### config.mk
export PLATFORM = sky130hd
export DESIGN_NAME = nco_scanout
export DESIGN_NICKNAME = d
export VERILOG_FILES = /design/src/rtl/scanout_pkg.sv /design/src/rtl/nco_phase.sv /design/src/rtl/line_addr.sv /design/src/rtl/nco_scanout.sv
export SDC_FILE = /design/constraint.sdc
export NUM_CORES = 1
export LEC_CHECK = 0
export BUFFER_PORTS_ARGS = -buffer_cell sky130_fd_sc_hd__buf_2
export CORE_MARGIN = 4
export CORE_UTILIZATION = 60
export CTS_CLUSTER_DIAMETER = 80
export DETAILED_ROUTE_END_ITERATION = 10
export HOLD_SLACK_MARGIN = 0.03
export PLACE_DENSITY = 0.9
export SKIP_LAST_GASP = 1
export SLEW_MARGIN = 20
export SYNTH_ARGS = -nofsm -noshare
export SYNTH_HDL_FRONTEND = slang
export SYNTH_SLANG_ARGS = --single-unit
### constraint.sdc
create_clock -name clk -period 4.4 [get_ports clk]
set_input_delay 0.88 -clock clk [delete_from_list [all_inputs] [get_ports clk]]
set_output_delay 0.88 -clock clk [all_outputs]
set_load 0.05 [all_outputs]
### src/rtl/scanout_pkg.sv
package scanout_pkg;

    // Line-level state of the scanout engine.
    typedef enum logic [1:0] {
        SCAN_IDLE  = 2'd0,   // waiting for a line strobe
        SCAN_RUN   = 2'd1,   // emitting pixels of the current line
        SCAN_DRAIN = 2'd2    // last pixel on the output, line closing
    } scan_state_e;

endpackage

### src/rtl/nco_phase.sv
module nco_phase #(
    parameter int ACC_W = 32
) (
    input  logic             clk,
    input  logic             rst_n,
    input  logic             clear,
    input  logic             run,
    input  logic [ACC_W-1:0] freq_word,
    output logic             tick,
    output logic [ACC_W-1:0] phase
);
    // Steps above one half of the phase circle are limited so that two
    // carries can never occur on adjacent clocks.
    localparam logic [ACC_W-1:0] HALF_STEP = {1'b1, {(ACC_W-1){1'b0}}};

    logic [ACC_W-1:0] step;
    logic [ACC_W:0]   sum;
    logic [ACC_W-1:0] acc_d, acc_q;

    always_comb begin
        step  = (freq_word > HALF_STEP) ? HALF_STEP : freq_word;
        sum   = {1'b0, acc_q} + {1'b0, step};
        acc_d = acc_q;
        tick  = 1'b0;
        if (clear) begin
            acc_d = '0;
        end else if (run) begin
            acc_d = sum[ACC_W-1:0];
            tick  = sum[ACC_W];
        end
    end

    always_ff @(posedge clk or negedge rst_n) begin
        if (!rst_n) acc_q <= '0;
        else        acc_q <= acc_d;
    end

    assign phase = acc_q;

endmodule

### src/rtl/line_addr.sv
module line_addr #(
    parameter int LINE_CNT  = 600,
    parameter int ROW_SHIFT = 9,
    parameter int ADDR_W    = 19
) (
    input  logic              clk,
    input  logic              rst_n,
    input  logic              advance,
    output logic [ADDR_W-1:0] row_base
);
    localparam int LINE_W = $clog2(LINE_CNT);
    localparam logic [LINE_W-1:0] LAST_LINE = LINE_W'(LINE_CNT - 1);

    logic [LINE_W-1:0] line_d, line_q;

    always_comb begin
        line_d = line_q;
        if (advance) begin
            line_d = (line_q == LAST_LINE) ? '0 : line_q + 1'b1;
        end
        // A power-of-two row pitch turns the row multiply into a shift.
        row_base = ADDR_W'(line_q) << ROW_SHIFT;
    end

    always_ff @(posedge clk or negedge rst_n) begin
        if (!rst_n) line_q <= '0;
        else        line_q <= line_d;
    end

endmodule

### src/rtl/nco_scanout.sv
module nco_scanout
    import scanout_pkg::*;
#(
    parameter int ACC_W    = 32,
    parameter int PIX_W    = 4,
    parameter int LINE_PIX = 1024,
    parameter int LINE_CNT = 600
) (
    input  logic                                                   clk,
    input  logic                                                   rst_n,
    input  logic [ACC_W-1:0]                                       freq_word,
    input  logic                                                   line_start,
    output logic                                                   rd_en,
    output logic [$clog2(LINE_CNT)+$clog2(LINE_PIX/2)-1:0]         rd_addr,
    input  logic [2*PIX_W-1:0]                                     rd_data,
    output logic [PIX_W-1:0]                                       pix_index,
    output logic                                                   pix_valid,
    output logic                                                   video_active
);
    localparam int BYTE_W    = 2 * PIX_W;
    localparam int ROW_SHIFT = $clog2(LINE_PIX / 2);
    localparam int ADDR_W    = $clog2(LINE_CNT) + ROW_SHIFT;
    localparam int CNT_W     = $clog2(LINE_PIX + 1);
    localparam logic [CNT_W-1:0] LAST_PIX = CNT_W'(LINE_PIX - 1);

    typedef struct packed {
        scan_state_e       st;
        logic [CNT_W-1:0]  cnt;     // pixels emitted in this line
        logic [BYTE_W-1:0] hold;    // byte of the pixel pair in progress
        logic              fresh;   // rd_data carries a new byte this cycle
        logic              rd_en;
        logic [ADDR_W-1:0] addr;
        logic [PIX_W-1:0]  pix;
        logic              pix_vld;
    } scan_t;

    scan_t s_d, s_q;

    logic              tick;
    logic [ACC_W-1:0]  phase;
    logic [ADDR_W-1:0] row_base;
    logic [BYTE_W-1:0] cur_byte;

    nco_phase #(
        .ACC_W (ACC_W)
    ) u_phase (
        .clk       (clk),
        .rst_n     (rst_n),
        .clear     (line_start),
        .run       (s_q.st == SCAN_RUN),
        .freq_word (freq_word),
        .tick      (tick),
        .phase     (phase)
    );

    line_addr #(
        .LINE_CNT  (LINE_CNT),
        .ROW_SHIFT (ROW_SHIFT),
        .ADDR_W    (ADDR_W)
    ) u_line (
        .clk      (clk),
        .rst_n    (rst_n),
        .advance  (line_start),
        .row_base (row_base)
    );

    always_comb begin
        s_d         = s_q;
        s_d.rd_en   = 1'b0;
        s_d.pix_vld = 1'b0;
        s_d.fresh   = s_q.rd_en;
        if (s_q.fresh) s_d.hold = rd_data;
        // A byte landing this cycle bypasses the holding register, so an
        // even pixel can leave on the same edge its byte arrives.
        cur_byte = s_q.fresh ? rd_data : s_q.hold;

        if (line_start) begin
            s_d.st    = SCAN_RUN;
            s_d.cnt   = '0;
            s_d.rd_en = 1'b1;
            s_d.addr  = row_base;
        end else begin
            case (s_q.st)
                SCAN_RUN: begin
                    if (tick) begin
                        s_d.pix_vld = 1'b1;
                        s_d.pix     = s_q.cnt[0] ? cur_byte[BYTE_W-1:PIX_W]
                                                 : cur_byte[PIX_W-1:0];
                        s_d.cnt     = s_q.cnt + 1'b1;
                        if (s_q.cnt == LAST_PIX) begin
                            s_d.st = SCAN_DRAIN;
                        end else if (s_q.cnt[0]) begin
                            // pair finished: fetch the next byte
                            s_d.rd_en = 1'b1;
                            s_d.addr  = s_q.addr + 1'b1;
                        end
                    end
                end
                SCAN_DRAIN: s_d.st = SCAN_IDLE;
                default:    s_d.st = SCAN_IDLE;
            endcase
        end
    end

    always_ff @(posedge clk or negedge rst_n) begin
        if (!rst_n) begin
            s_q <= '{st: SCAN_IDLE, default: '0};
        end else begin
            s_q <= s_d;
        end
    end

    assign rd_en        = s_q.rd_en;
    assign rd_addr      = s_q.addr;
    assign pix_index    = s_q.pix;
    assign pix_valid    = s_q.pix_vld;
    assign video_active = (s_q.st != SCAN_IDLE);

endmodule

==> results of run 1 <==
timing repair:
| item | 4_1_cts | 5_1_grt |
|---|---|---|
| pin swaps | 1 | 4 |
| cloned | 0 | 1 |
| resized for setup | 3 | 11 |
| endpoints found under the setup margin | 25 | 42 |
| setup buffers | 0 | 3 |
state kept, by name, summed over array words and instances, names as in the netlist:
name	cells
u_phase.phase	32
s_q	22
rd_addr	19
u_line.line_q	10
pix_index	4
pix_valid	1
rd_en	1
power breakdown:
| part | total, mW | leakage, nW | internal, mW | switching, mW |
|---|---|---|---|---|
| Sequential | 1.04 | 1.16 | 0.937 | 0.107 |
| Clock | 0.654 | 0.111 | 0.325 | 0.329 |
| Combinational | 0.934 | 2.18 | 0.382 | 0.552 |
routing by layer:
metal | wire length, µm | GRT usage | vias to the layer above | part of all wire
met2 | 7760 | 0.472 | 232 | 0.50
met5 | 0 | 0 | - | 0
li1 | - | - | 2569 | -
met4 | 424 | 0.108 | 0 | 0.027
met3 | 968 | 0.0420 | 51 | 0.063
met1 | 6330 | 0.320 | 2682 | 0.41
Yosys cell counts (all sizes together) (2+ instances only):
cell type,n
or2,4
nand4,11
and4,2
inv,17
o21a,4
mux2i,11
o21ai,37
nor3b,3
nor3,15
xnor2,48
a2111oi,2
nor2,43
nand3,8
ha,35
xor2,11
o211ai,2
and3,13
mux2,8
dfrtp,89
a211o,2
nand2b,10
a21oi,64
nor4b,4
a22o,2
and2,28
nor4,16
or3,4
nand2,93
o22ai,3
a21o,8
and2b,2
nor2b,10
o31ai,2
a31oi,4
a211oi,7
buf,33
o21bai,5
clkbuf,20
critical path, cell delays in order:
cell       delay, ns
buf_2           0.11
nor4_2          0.34
nand4_1         0.17
o21ai_2         0.20
and2_1          0.15
ha_2            0.17
inv_1           0.05
fa_2            0.34
and2b_1         0.24
o21ai_2         0.07
a21oi_2         0.17
o21ai_2         0.10
a2111oi_4       0.36
nor3_4          0.09
o31a_4          0.35
buf_4           0.16
nor4_2          0.35
xnor2_1         0.18
nor2_1          0.07
kinds of logic after synthesis:
logic type	after synthesis
mux	19
simple gates	269
xor+xnor	59
fa+ha+maj	36
buf+inv	70
compound gates	149
flops	89
cell type report:
cell class | count | area, µm² | area share
multi-input cells | 533 | 3660 | 0.508
flip-flops and latches | 89 | 2230 | 0.309
repair buffers | 135 | 862 | 0.120
well taps | 133 | 166 | 0.0231
clock buffers | 9 | 124 | 0.0172
clock inverters | 7 | 98.8 | 0.0137
inverters | 17 | 63.8 | 0.00886
path summary, 6_finish.rpt:
check                                             startpoint                           end  slack, ns  depth (start not counted)
worst max-delay path                           freq_word[23]           s_q[44]$_DFFE_PN0P_       0.09                         19
worst min-delay path                         rd_en$_DFF_PN0_             s_q[25]$_DFF_PN0_       0.38                          0
worst max register to register  u_phase.phase[0]$_DFFE_PN0P_           s_q[44]$_DFFE_PN0P_       1.20                         14
worst min register to register               rd_en$_DFF_PN0_             s_q[25]$_DFF_PN0_       0.38                          0
max in group asynchronous                              rst_n  u_line.line_q[4]$_DFFE_PN0P_       2.94                          2
min in group asynchronous                              rst_n      pix_index[3]$_DFFE_PN0P_       0.62                          1
layout by cell type (no fill, tap or decap), types with 3 or more instances in the layout:
cell type and count:
clkbuf_8 9, inv_6 3, or2_2 4, nand3_1 8
nor4_2 7, o21ai_1 10, nand4_1 10, inv_1 17
nor3_1 12, o21ai_2 3, buf_4 66, buf_2 67
o21ai_0 24, a31oi_1 3, mux2_2 8, nor2_1 42
xnor2_1 48, o21bai_1 5, nor4_4 5, xor2_1 11
nor2b_1 9, a21o_1 8, a211oi_1 7, nor3b_1 3
dfrtp_1 89, ha_1 34, nand2b_1 10, a21oi_1 63
nor4_1 4, o21a_1 4, and3_1 13, o22ai_1 3
or3_1 4, nand2_1 93, and2_1 28, mux2i_1 11
==> impl_metrics.json, run 1 <==
{
  "die_w_um": 109,
  "postLayoutCoreUtil": 0.730,
  "antenna_cells": 0,
  "endpoint_kind": "flip-flop",
  "worstSetupStartpointType": "primary input",
  "fin_crit_ns": 4.31,
  "synthMuxAreaShare": 0.0328,
  "root_buffer": "clkbuf_8",
  "grt_max_degree": 70,
  "setup_viol": 0,
  "post-place-ws_ns": -0.490,
  "setup_slack_ns": 0.0879,
  "final_area_um2": 7200,
  "synth_compound_gate_area_share": 0.150,
  "via_per_inst": 6.00,
  "synth_xor_area_frac": 0.0845,
  "tns_ns": 0,
  "antenna_found_initial": 0,
  "rows": 36,
  "drc_errors": 0,
  "synth_top_area_frac": 0.364,
  "tightest_slew_ns": 0.889,
  "syn_to_final_growth_pct": 17.9,
  "n_fill_cell": 673,
  "leakagePower_nw": 3.45,
  "worstPathArrival_ns": 4.55,
  "period_share": 0.980,
  "synth-edff-count": 0,
  "place.detailed.hpwl_mm": 11.0,
  "synthArstFlopShare": 1.00,
  "vias": 5534,
  "instances_no_fill": 923,
  "cp_max_fo": 8,
  "place_area_um2": 6870,
  "placed_cells": 903,
  "place_congestion": 0.927,
  "status": "complete, no violations",
  "clock_latency_ns": 0.38,
  "htreeDepth": 3,
  "dieArea_um2": 11900,
  "rsz0062_at_grt": "true",
  "peakVddDrop_uv": 232,
  "path_clk_slew_ns": 0.09,
  "drt_pass1_iterations": 6,
  "cts_hold_buf": 0,
  "max_slew_margin": 0.407,
  "avgSynthCellArea_um2": 8.85,
  "die_h_um": 109,
  "cp.required_ns": 4.64,
  "overflow": 0,
  "numCtsBuffers": 9,
  "synth_area_leaders": "dfrtp_1 (36%), ha_1 (7.2%), xnor2_1 (6.9%), nand2_1 (5.7%), a21oi_1 (5.2%)",
  "cts_tree": "built",
  "coreArea_um2": 9860,
  "crit_type": "in2reg",
  "slew_viol_final": 0,
  "fin_hold_ws_ns": 0.380,
  "timing.fmax_mhz": 232,
  "io_pins": 69,
  "synth-seq-area-share": 0.364,
  "synth_adder_area_share": 0.0749,
  "grt_pass1_wl_mm": 25.4,
  "maxCapViolCount": 0,
  "ys_types": 63,
  "yosys.area.top_type": "dfrtp_1",
  "final_nets": 864,
  "worstHoldPathType": "reg2reg",
  "wirelength_mm": 15.5,
  "layout-drive-gt1-share": 0.248,
  "routedWlPerCell_um": 16.8,
  "netlist_instances": 691,
  "cts.sinks": 89,
  "synth-simple-area-share": 0.232,
  "synth_flop_cell": "dfrtp_1",
  "p_per_area_nw_per_um2": 366,
  "finalHoldViolations": 0,
  "fin_worst_skew_ns": 0.0142,
  "synth_area_um2": 6110,
  "drt-initial-drc-count": 316,
  "syn-num-nets": 770,
  "portBuffers": 68,
  "antenna_left": 0,
  "p_total_mw": 2.63,
  "synth_top_family_by_area": "simple AND/OR/NAND/NOR gates",
  "grt.total_usage": 0.266,
  "synth-seq-cells": 89,
  "clockBufferDepth": 2,
  "start_util": 0.620,
  "grt_pass1_vias": 5668,
  "yosys_warnings": 0
}
Note: power is estimated with default switching activity, not from simulation.
==> run 2, diff against run 1 <==
--- a/config.mk
+++ b/config.mk
@@ -11,6 +11,7 @@
 export CTS_CLUSTER_DIAMETER = 80
 export DETAILED_ROUTE_END_ITERATION = 10
 export HOLD_SLACK_MARGIN = 0.03
+export MAX_ROUTING_LAYER = met4
 export PLACE_DENSITY = 0.9
 export SKIP_LAST_GASP = 1
 export SLEW_MARGIN = 20
==> run 2 against run 1 <==
Effect of this change: first-iteration DRC count grew 43%; clock power grew 3.7%; utilization grew 0.55 points; critical endpoint is now rd_addr[17]$_DFFE_PN0P_; sequential power is essentially flat; highest routed layer unchanged.
==> impl_metrics.json, run 2 (same netlist as run 1, synthesis figures left out) <==
{
  "wirelength_mm": 15.1,
  "cts_tree": "built",
  "worstSetupStartpointType": "primary input",
  "io_pins": 69,
  "p_per_area_nw_per_um2": 365,
  "die_w_um": 109,
  "via_per_inst": 5.94,
  "finalHoldViolations": 0,
  "cts.sinks": 89,
  "hold_start": "rd_en$_DFF_PN0_",
  "root_buffer": "clkbuf_8",
  "worstSetupEndpoint": "rd_addr[17]$_DFFE_PN0P_",
  "layout_commonest_cell": "nand2_1",
  "worstHoldPathType": "reg2reg",
  "tns_ns": 0,
  "htreeDepth": 3,
  "p_total_mw": 2.65,
  "met1_usage": 0.322,
  "crit_path_top_delay_cell": "o31a_4",
  "final_nets": 859,
  "hold_depth": 0,
  "place_area_um2": 6810,
  "grt.total_usage": 0.268,
  "startpoint": "freq_word[3]",
  "cp.required_ns": 4.62,
  "cts_hold_buf": 0,
  "grt_pass1_vias": 5459,
  "grt-busiest-layer": "met2",
  "fin_crit_ns": 4.36,
  "fin_worst_skew_ns": 0.0112,
  "portBuffers": 68,
  "grtUsageMet2": 0.450,
  "largest_register_ffs": 32,
  "postLayoutCoreUtil": 0.736,
  "rsz0062_at_grt": "true",
  "final_area_um2": 7260,
  "r2r-end": "rd_addr[17]$_DFFE_PN0P_",
  "clock_latency_ns": 0.38,
  "antenna_found_initial": 0,
  "grt_max_degree": 72,
  "path_clk_slew_ns": 0.10,
  "drc_errors": 0,
  "timing.fmax_mhz": 230,
  "period_share": 0.990,
  "endpoint_kind": "flip-flop",
  "final_cell_mix": "nand2_1 (93), dfrtp_1 (89), buf_2 (65)",
  "met3_usage": 0.0379,
  "die_h_um": 109,
  "maxCapViolCount": 0,
  "cpPeakStageDelay_ns": 0.41,
  "clockBufferDepth": 2,
  "grt_pass1_wl_mm": 24.8,
  "worst_r2r_path_depth": 14,
  "routedWlPerCell_um": 16.4,
  "n_fill_cell": 659,
  "tightest_slew_ns": 0.894,
  "start_util": 0.620,
  "path_cells": "buf_8, nor4_4, buf_4, nand4_1, o21ai_1, and2_1, ha_2, inv_2, fa_2, and2b_1, o21ai_2, a21oi_2, o21ai_2, a2111oi_4, nor3_2, o31a_4, buf_12, nor4_4, xnor2_1, o21ai_1",
  "cp_max_fo": 8,
  "rows": 36,
  "layout-drive-gt1-share": 0.256,
  "peakVddDrop_uv": 221,
  "antenna_left": 0,
  "numCtsBuffers": 9,
  "regToRegStartpoint": "u_phase.phase[0]$_DFFE_PN0P_",
  "vias": 5449,
  "setup_viol": 0,
  "place_congestion": 0.922,
  "max_slew_margin": 0.404,
  "coreArea_um2": 9860,
  "drt_pass1_iterations": 5,
  "dieArea_um2": 11900,
  "antenna_cells": 0,
  "crit_type": "in2reg",
  "slew_viol_final": 0,
  "status": "complete, no violations",
  "syn_to_final_growth_pct": 18.7,
  "worstPathArrival_ns": 4.58,
  "r2r_setup_slack_ns": 1.15,
  "overflow": 0,
  "leakagePower_nw": 3.46,
  "drt-initial-drc-count": 451,
  "place.detailed.hpwl_mm": 10.6
}
==> run 2: cell count changes in the layout (fill, tap and decap cells not counted), sizes merged <==
cell      previous run  this run
buf                135       131
clkinvlp             1         0
o31a                 2         1
clkbuf               9        10
==> run 2: worst min-delay path by stage <==
| stage | endpoint | slack [ns] |
|---|---|---|
| after floorplan | s_q[26]$_DFF_PN0_ | 0.47 |
| after global placement | s_q[25]$_DFF_PN0_ | 0.36 |
| after detailed placement | s_q[25]$_DFF_PN0_ | 0.36 |
| after CTS | s_q[25]$_DFF_PN0_ | 0.38 |
| after global routing | s_q[25]$_DFF_PN0_ | 0.40 |
| final | s_q[25]$_DFF_PN0_ | 0.38 |
==> run 2: final cells by class <==
cell class,instances,area (µm²),area share
clock buffers,10,138,0.0190
clock inverters,6,97.6,0.0134
flip-flops and latches,89,2230,0.307
well taps,133,166,0.0229
multi-input cells,532,3700,0.510
repair buffers,131,861,0.119
inverters,17,63.8,0.00879
==> run 2: power breakdown <==
group / switching, mW / internal [mW]
Combinational: 0.544 / 0.377
Sequential: 0.110 / 0.937
Clock: 0.333 / 0.345
Total: 0.987 / 1.66
==> run 2: metrics by stage <==
step	hold slack, ns	cells	worst slack [ns]
floorplan	0.472	691	0.00622
global placement	0.356	896	-0.324
detailed placement	0.362	896	-0.505
CTS	0.385	912	0.0481
global route	0.402	918	-0.131
finish	0.385	918	0.0432
==> run 2: repair_timing <==
item	in CTS	in global routing
pin swaps	1	7
endpoints found under the hold margin	0	0
buffers inserted	0	6
setup endpoints to repair	18	38
gates resized for setup	2	27
==> run 2: layer usage <==
layer  part of all wire  vias to the layer above  wire [µm]
met1               0.42                     2647       6300
li1                   -                     2562          -
met2               0.50                      197       7520
met3              0.058                       43        875
met5                  0                        -          0
met4              0.025                        0        372
==> run 2: worst max-delay path: cells and delay by family <==
family | cells | cell delay, ns
buf+inv | 4 | 0.46
simple gates | 6 | 1.15
xor+xnor | 1 | 0.18
compound gates | 7 | 1.40
fa+ha+maj | 2 | 0.51
